[config.mk]
export PLATFORM = sky130hd
export DESIGN_NAME = txcpl_writer
export DESIGN_NICKNAME = d
export VERILOG_FILES = /design/src/rtl/txcpl_pkg.sv /design/src/rtl/txcpl_ctrl.sv /design/src/rtl/txcpl_datapath.sv /design/src/rtl/txcpl_writer.sv
export SDC_FILE = /design/constraint.sdc
export NUM_CORES = 1
export LEC_CHECK = 0
export ABC_AREA = 1
export BUFFER_PORTS_ARGS = -buffer_cell sky130_fd_sc_hd__buf_2
export CORE_AREA = 2 2 208 210
export CTS_BUF_LIST = sky130_fd_sc_hd__clkbuf_16
export CTS_CLUSTER_SIZE = 25
export DETAILED_ROUTE_END_ITERATION = 16
export DIE_AREA = 0 0 210 212
export GPL_TIMING_DRIVEN = 0
export HOLD_SLACK_MARGIN = 0.06
export PLACE_DENSITY = 0.64
export SLEW_MARGIN = 5
export SYNTH_ARGS = -nofsm -noshare
export SYNTH_HDL_FRONTEND = slang
export SYNTH_SLANG_ARGS = --single-unit
export TNS_END_PERCENT = 100
[constraint.sdc]
create_clock -name clk -period 7.55 [get_ports clk]
set_input_delay 1.1325 -clock clk [delete_from_list [all_inputs] [get_ports clk]]
set_output_delay 1.1325 -clock clk [all_outputs]
set_load 0.02 [all_outputs]
[src/rtl/txcpl_pkg.sv]
package txcpl_pkg;

  localparam int REC_BITS = 256;
  localparam logic [15:0] EVT_TYPE_TX_DONE = 16'h0000;
  localparam logic [15:0] EVT_SRC_PORT0 = 16'h0000;

  // strobes from control to datapath
  typedef struct packed {
    logic capture;  // latch a new record and bump the speculative head
    logic commit;   // bump the committed head
  } txcpl_strobe_t;

  // little-endian record: bytes 2..3 index, bytes 4..5 length, rest zero
  function automatic logic [REC_BITS-1:0] packRecord(input logic [15:0] idx,
                                                     input logic [15:0] len);
    logic [REC_BITS-1:0] rec;
    rec = '0;
    rec[31:16] = idx;
    rec[47:32] = len;
    return rec;
  endfunction

endpackage

[src/rtl/txcpl_ctrl.sv]
module txcpl_ctrl
  import txcpl_pkg::*;
(
  input  logic          clk,
  input  logic          rst,
  input  logic          reqValid,
  output logic          reqReady,
  output logic          wrValid,
  input  logic          wrReady,
  input  logic          ackValid,
  output logic          ackReady,
  output logic          evtValid,
  input  logic          evtReady,
  input  logic          ringFull,
  input  logic          tagMatch,
  output txcpl_strobe_t strobe
);

  logic wrBusy;
  logic evtPending;

  assign reqReady = !wrBusy && !ringFull;
  assign ackReady = !evtPending || evtReady;

  always_comb begin
    strobe.capture = reqValid && reqReady;
    strobe.commit  = ackValid && ackReady && tagMatch;
  end

  always_ff @(posedge clk) begin
    if (rst) begin
      wrBusy <= 1'b0;
    end else if (strobe.capture) begin
      wrBusy <= 1'b1;
    end else if (wrReady) begin
      wrBusy <= 1'b0;
    end
  end

  always_ff @(posedge clk) begin
    if (rst) begin
      evtPending <= 1'b0;
    end else if (strobe.commit) begin
      evtPending <= 1'b1;
    end else if (evtReady) begin
      evtPending <= 1'b0;
    end
  end

  assign wrValid  = wrBusy;
  assign evtValid = evtPending;

  AST_WR_HOLD: assert property (@(posedge clk) disable iff (rst)
    wrValid && !wrReady |=> wrValid) else $error("write dropped");
  AST_EVT_HOLD: assert property (@(posedge clk) disable iff (rst)
    evtValid && !evtReady |=> evtValid) else $error("event dropped");
  AST_EVT_AFTER_COMMIT: assert property (@(posedge clk) disable iff (rst)
    strobe.commit |=> evtValid) else $error("no event after commit");
  AST_ONE_PENDING: assert property (@(posedge clk) disable iff (rst)
    ackValid && evtValid && !evtReady |-> !ackReady) else $error("second event accepted");

endmodule

[src/rtl/txcpl_datapath.sv]
module txcpl_datapath
  import txcpl_pkg::*;
#(
  parameter int ADDR_W = 64,
  parameter int PTR_W  = 16,
  parameter int LOG_W  = 5,
  parameter int REC_SHIFT = 5
) (
  input  logic                 clk,
  input  logic                 rst,
  input  txcpl_strobe_t        strobe,
  input  logic [ADDR_W-1:0]    cfgBase,
  input  logic [LOG_W-1:0]     cfgSizeLog,
  input  logic [PTR_W-1:0]     cfgTail,
  input  logic [15:0]          reqIndex,
  input  logic [15:0]          reqLen,
  input  logic [PTR_W-1:0]     ackTag,
  output logic                 ringFull,
  output logic                 tagMatch,
  output logic [ADDR_W-1:0]    wrAddr,
  output logic [REC_BITS-1:0]  wrData,
  output logic [PTR_W-1:0]     wrTag,
  output logic [PTR_W-1:0]     headOut
);

  localparam int CNT_W = PTR_W + 1;

  logic [PTR_W-1:0] specHead;
  logic [PTR_W-1:0] commitHead;
  logic [CNT_W-1:0] ringSize;
  logic [PTR_W-1:0] slotMask;
  logic [PTR_W-1:0] fillLevel;
  logic [PTR_W-1:0] slotNum;

  always_comb begin
    ringSize  = CNT_W'(1) << cfgSizeLog;
    slotMask  = ringSize[PTR_W-1:0] - PTR_W'(1);
    fillLevel = specHead - cfgTail;
    ringFull  = {1'b0, fillLevel} >= ringSize;
    slotNum   = specHead & slotMask;
    tagMatch  = (ackTag == commitHead) && (commitHead != specHead);
  end

  always_ff @(posedge clk) begin
    if (rst) begin
      specHead <= '0;
      wrAddr   <= '0;
      wrData   <= '0;
      wrTag    <= '0;
    end else if (strobe.capture) begin
      wrAddr   <= cfgBase + (ADDR_W'(slotNum) << REC_SHIFT);
      wrData   <= packRecord(reqIndex, reqLen);
      wrTag    <= specHead;
      specHead <= specHead + PTR_W'(1);
    end
  end

  always_ff @(posedge clk) begin
    if (rst) begin
      commitHead <= '0;
    end else if (strobe.commit) begin
      commitHead <= commitHead + PTR_W'(1);
    end
  end

  assign headOut = commitHead;

  AST_TAG_IS_HEAD: assert property (@(posedge clk) disable iff (rst)
    strobe.capture |=> wrTag == $past(specHead)) else $error("tag mismatch");
  AST_HEAD_STEP: assert property (@(posedge clk) disable iff (rst)
    !strobe.commit |=> $stable(headOut)) else $error("head moved without commit");

endmodule

[src/rtl/txcpl_writer.sv]
module txcpl_writer
  import txcpl_pkg::*;
#(
  parameter int ADDR_W = 64,
  parameter int PTR_W  = 16,
  parameter int LOG_W  = 5
) (
  input  logic                clk,
  input  logic                rst,
  input  logic [ADDR_W-1:0]   cfgBase,
  input  logic [LOG_W-1:0]    cfgSizeLog,
  input  logic [PTR_W-1:0]    cfgTail,
  input  logic                reqValid,
  output logic                reqReady,
  input  logic [15:0]         reqIndex,
  input  logic [15:0]         reqLen,
  output logic                wrValid,
  input  logic                wrReady,
  output logic [ADDR_W-1:0]   wrAddr,
  output logic [REC_BITS-1:0] wrData,
  output logic [PTR_W-1:0]    wrTag,
  input  logic                ackValid,
  output logic                ackReady,
  input  logic [PTR_W-1:0]    ackTag,
  output logic                evtValid,
  input  logic                evtReady,
  output logic [15:0]         evtType,
  output logic [15:0]         evtSource,
  output logic [PTR_W-1:0]    headOut
);

  txcpl_strobe_t strobe;
  logic ringFull;
  logic tagMatch;

  txcpl_ctrl u_ctrl (
    .clk      (clk),
    .rst      (rst),
    .reqValid (reqValid),
    .reqReady (reqReady),
    .wrValid  (wrValid),
    .wrReady  (wrReady),
    .ackValid (ackValid),
    .ackReady (ackReady),
    .evtValid (evtValid),
    .evtReady (evtReady),
    .ringFull (ringFull),
    .tagMatch (tagMatch),
    .strobe   (strobe)
  );

  txcpl_datapath #(
    .ADDR_W (ADDR_W),
    .PTR_W  (PTR_W),
    .LOG_W  (LOG_W)
  ) u_dp (
    .clk        (clk),
    .rst        (rst),
    .strobe     (strobe),
    .cfgBase    (cfgBase),
    .cfgSizeLog (cfgSizeLog),
    .cfgTail    (cfgTail),
    .reqIndex   (reqIndex),
    .reqLen     (reqLen),
    .ackTag     (ackTag),
    .ringFull   (ringFull),
    .tagMatch   (tagMatch),
    .wrAddr     (wrAddr),
    .wrData     (wrData),
    .wrTag      (wrTag),
    .headOut    (headOut)
  );

  assign evtType   = EVT_TYPE_TX_DONE;
  assign evtSource = EVT_SRC_PORT0;

  AST_FULL_BLOCKS: assert property (@(posedge clk) disable iff (rst)
    ringFull |-> !reqReady) else $error("request taken while full");
  AST_WR_STABLE: assert property (@(posedge clk) disable iff (rst)
    wrValid && !wrReady |=> $stable(wrAddr) && $stable(wrData) && $stable(wrTag))
    else $error("write payload changed");
  AST_SINGLE_WRITE: assert property (@(posedge clk) disable iff (rst)
    wrValid |-> !reqReady) else $error("request taken while write held");

endmodule

==> results.yml <==
timing:
  worst_slew_pin_slew_ns: 0.805
  rsz0062_at_grt: "no"
  fin_ws_ns: 1.46
  post-route-period-util_pct: 80.7
  finalHoldViolations: 0
  skew_ns: 0.0169
  max_freq_ghz: 0.164
  slew_headroom_pct: 46.3
  finalSetupTns_ns: 0
  setup_violations: 0
  min_period_ns: 6.09
  drv_slew: 0
power:
  p_per_area_nw_per_um2: 144
  vdd_drop_max_v: 0.000140
  leakage_nw: 9.64
  fin_total_pwr_w: 0.00243
routing:
  wire_per_inst_um: 14.1
  vias_per_cell: 4.24
  drc_errors: 0
  drt_wl_total_mm: 46.9
  drtIter0Drc: 881
  drt-pass1-iter-count: 5
  final_antenna_net_count: 0
  vias: 14078
critical_path:
  crit_path_frequent_cell: "nand2_1"
  startpoint_type: "input port"
  cp_max_fo: 10
  path_cells: "buf_2, ha_1, fa_1, o21ai_0, a31oi_1, o21ai_0, a21oi_1, xnor2_1, ha_1, nand2_1, inv_1, nand2_1, nor2_1, a21oi_1, nand2_1, nand2_1, nand2_1, nand2_1, clkbuf_1, and2_1, buf_2"
  crit_type: "input port to primary output"
  cp.arrival_ns: 4.96
  critPathCaptureType: "primary output"
  r2r_cells: 24
  required_ns: 6.42
  cpPeakStageDelay_ns: 0.42
  cp_slowest_cell: "o21ai_0"
logic_synthesis:
  synth-edff-count: 0
  ys_ff_latch: 146
  synthesis.instances: 2211
  synth_seq_area_share_pct: 22.1
  yosys-top-cells-area: "dfxtp_1 (22%), nand2_1 (18%), buf_4 (15%)"
  ys.warnings.count: 0
  synth.top_cell.area_share_pct: 22.1
  ys_types: 41
  synth_top_area_cell: "dfxtp_1"
  avgSynthCellArea_sq_um: 5.98
  synth-main-ff-cell: "dfxtp_1"
  async_reset_ff_share_pct: 0
  syn_area_sq_um: 13200
global_routing:
  grt_max_degree: 17
  grt_use_total_pct: 20.6
  grt_pass1_vias: 12539
  gr-total-overflow: 0
  antenna_found_initial: 12
  grt_pass1_wl_mm: 70.3
die:
  die-width_um: 210
  io_pins: 527
  rows: 76
  chipHeight_um: 212
  initial_core_util_pct: 31.1
  core_area_sq_um: 42500
  dieArea_sq_um: 44500
layout:
  fin_nets: 2945
  drive_above_1_share_pct: 21.6
  layoutNonFillerInstCount: 3320
  mostFrequentLayoutCell: "nand2_1"
  synthToLayoutAreaGrowth_pct: 27.2
  layout_common_cells: "nand2_1 (623), nor2_1 (324), inv_1 (319), buf_2 (293), buf_4 (259)"
flow_run:
  max_cap_viol_count: 0
cts:
  cts_hold_buf: 0
  clk_latency_ns: 0.46
  clock-sinks: 146
  numCtsBuffers: 17
  cts_setup_buffers: 0
  cts.path.max_buffers: 2
  htree_levels: 4
  cts_root_buf: "clkbuf_16"
  clk_pin_slew_ns: 0.06
  cts_tree: "built"
  cts.repair.resized: 0
placement:
  place_ws_ns: 1.55
  placed_cells: 3281
  gp_routability_congestion: 0.963
  io_buffers: 269
  dp_hpwl_mm: 39.3
hold_path:
  hold_class: "flip-flop to flip-flop"
  whs_path_depth: 2
status:
  status: "completed"
[through the flow]
stage	area, sq um	utilization (%)	hold slack [ns]
after floorplan	14200	-	0.469
after global placement	16200	38.2	0.452
after detailed placement	16200	38.2	0.457
after CTS	16800	39.6	0.468
after global routing	16800	39.6	0.490
final	16800	39.6	0.465
[layout make-up]
| cell class | instances | area (sq um) |
|---|---|---|
| fillers | 4738 | 25700 |
| multi-input cells | 1681 | 7830 |
| flip-flops and latches | 146 | 2920 |
| plain buffers | 318 | 2230 |
| repair buffers | 269 | 1350 |
| inverters | 321 | 1200 |
| well taps | 546 | 683 |
| clock buffers | 17 | 425 |
| clock inverters | 15 | 170 |
| diodes | 7 | 17.5 |
[sequential cells by signal (all words and copies together), names as in the netlist]
signal	count
u_dp.wrAddr	64
u_dp.wrData	32
u_dp.headOut	16
u_dp.specHead	16
u_dp.wrTag	16
u_ctrl.evtValid	1
u_ctrl.wrValid	1
[Yosys cell counts (12+ instances only)]
cell      number
buf_2         24
nand2_1      623
nor2_1       324
nand4_1       81
a21oi_1       79
o21ai_0       22
xnor2_1       24
ha_1          50
nand3_1       70
dfxtp_1      146
inv_1        319
xor2_1        57
nor3_1        45
buf_4        259
clkbuf_1      28
nand3b_1      12
[path summary, 6_finish.rpt]
path / start / end / slack [ns]
min reg2reg: u_dp.wrTag[0]$_SDFFE_PP0P_ / u_dp.wrTag[0]$_SDFFE_PP0P_ / 0.47
max: cfgTail[0] / reqReady / 1.46
min: u_dp.wrTag[0]$_SDFFE_PP0P_ / u_dp.wrTag[0]$_SDFFE_PP0P_ / 0.47
max reg2reg: u_dp.specHead[0]$_SDFFE_PP0P_ / u_dp.wrAddr[20]$_SDFFE_PP0P_ / 2.66
[power by group]
group | internal, W | total [W] | switching [W] | leakage [nW]
logic | 0.000247 | 0.000695 | 0.000448 | 8.15
clock network | 0.000498 | 0.000894 | 0.000396 | 0.296
registers | 0.000817 | 0.000841 | 0.0000236 | 1.19
[critical path, delay by kind of cell]
family | cells | cell delay (ns)
compound gates | 5 | 1.21
xor+xnor | 1 | 0.19
fa+ha+maj | 3 | 0.90
buf+inv | 4 | 0.70
simple gates | 8 | 0.82
[cells by family (layout without fill, tap and decap cells)]
family / after synthesis / after routing / share of synthesized area [%]
buf+inv: 639 / 940 / 26.0
simple gates: 1174 / 1174 / 36.7
compound gates: 118 / 118 / 4.77
fa+ha+maj: 52 / 52 / 5.03
xor+xnor: 81 / 81 / 5.36
flops: 146 / 146 / 22.1
other cells: 1 / 263 / 0.0283
[routing by layer]
metal / track usage, % / vias to the layer above / routed length [um]
li1: - / 7395 / -
met1: 26.1 / 6009 / 20300
met2: 35.0 / 613 / 21800
met3: 4.27 / 57 / 3780
met4: 6.70 / 4 / 1000
met5: 0 / - / 22
(Power assumes the default switching activity.)
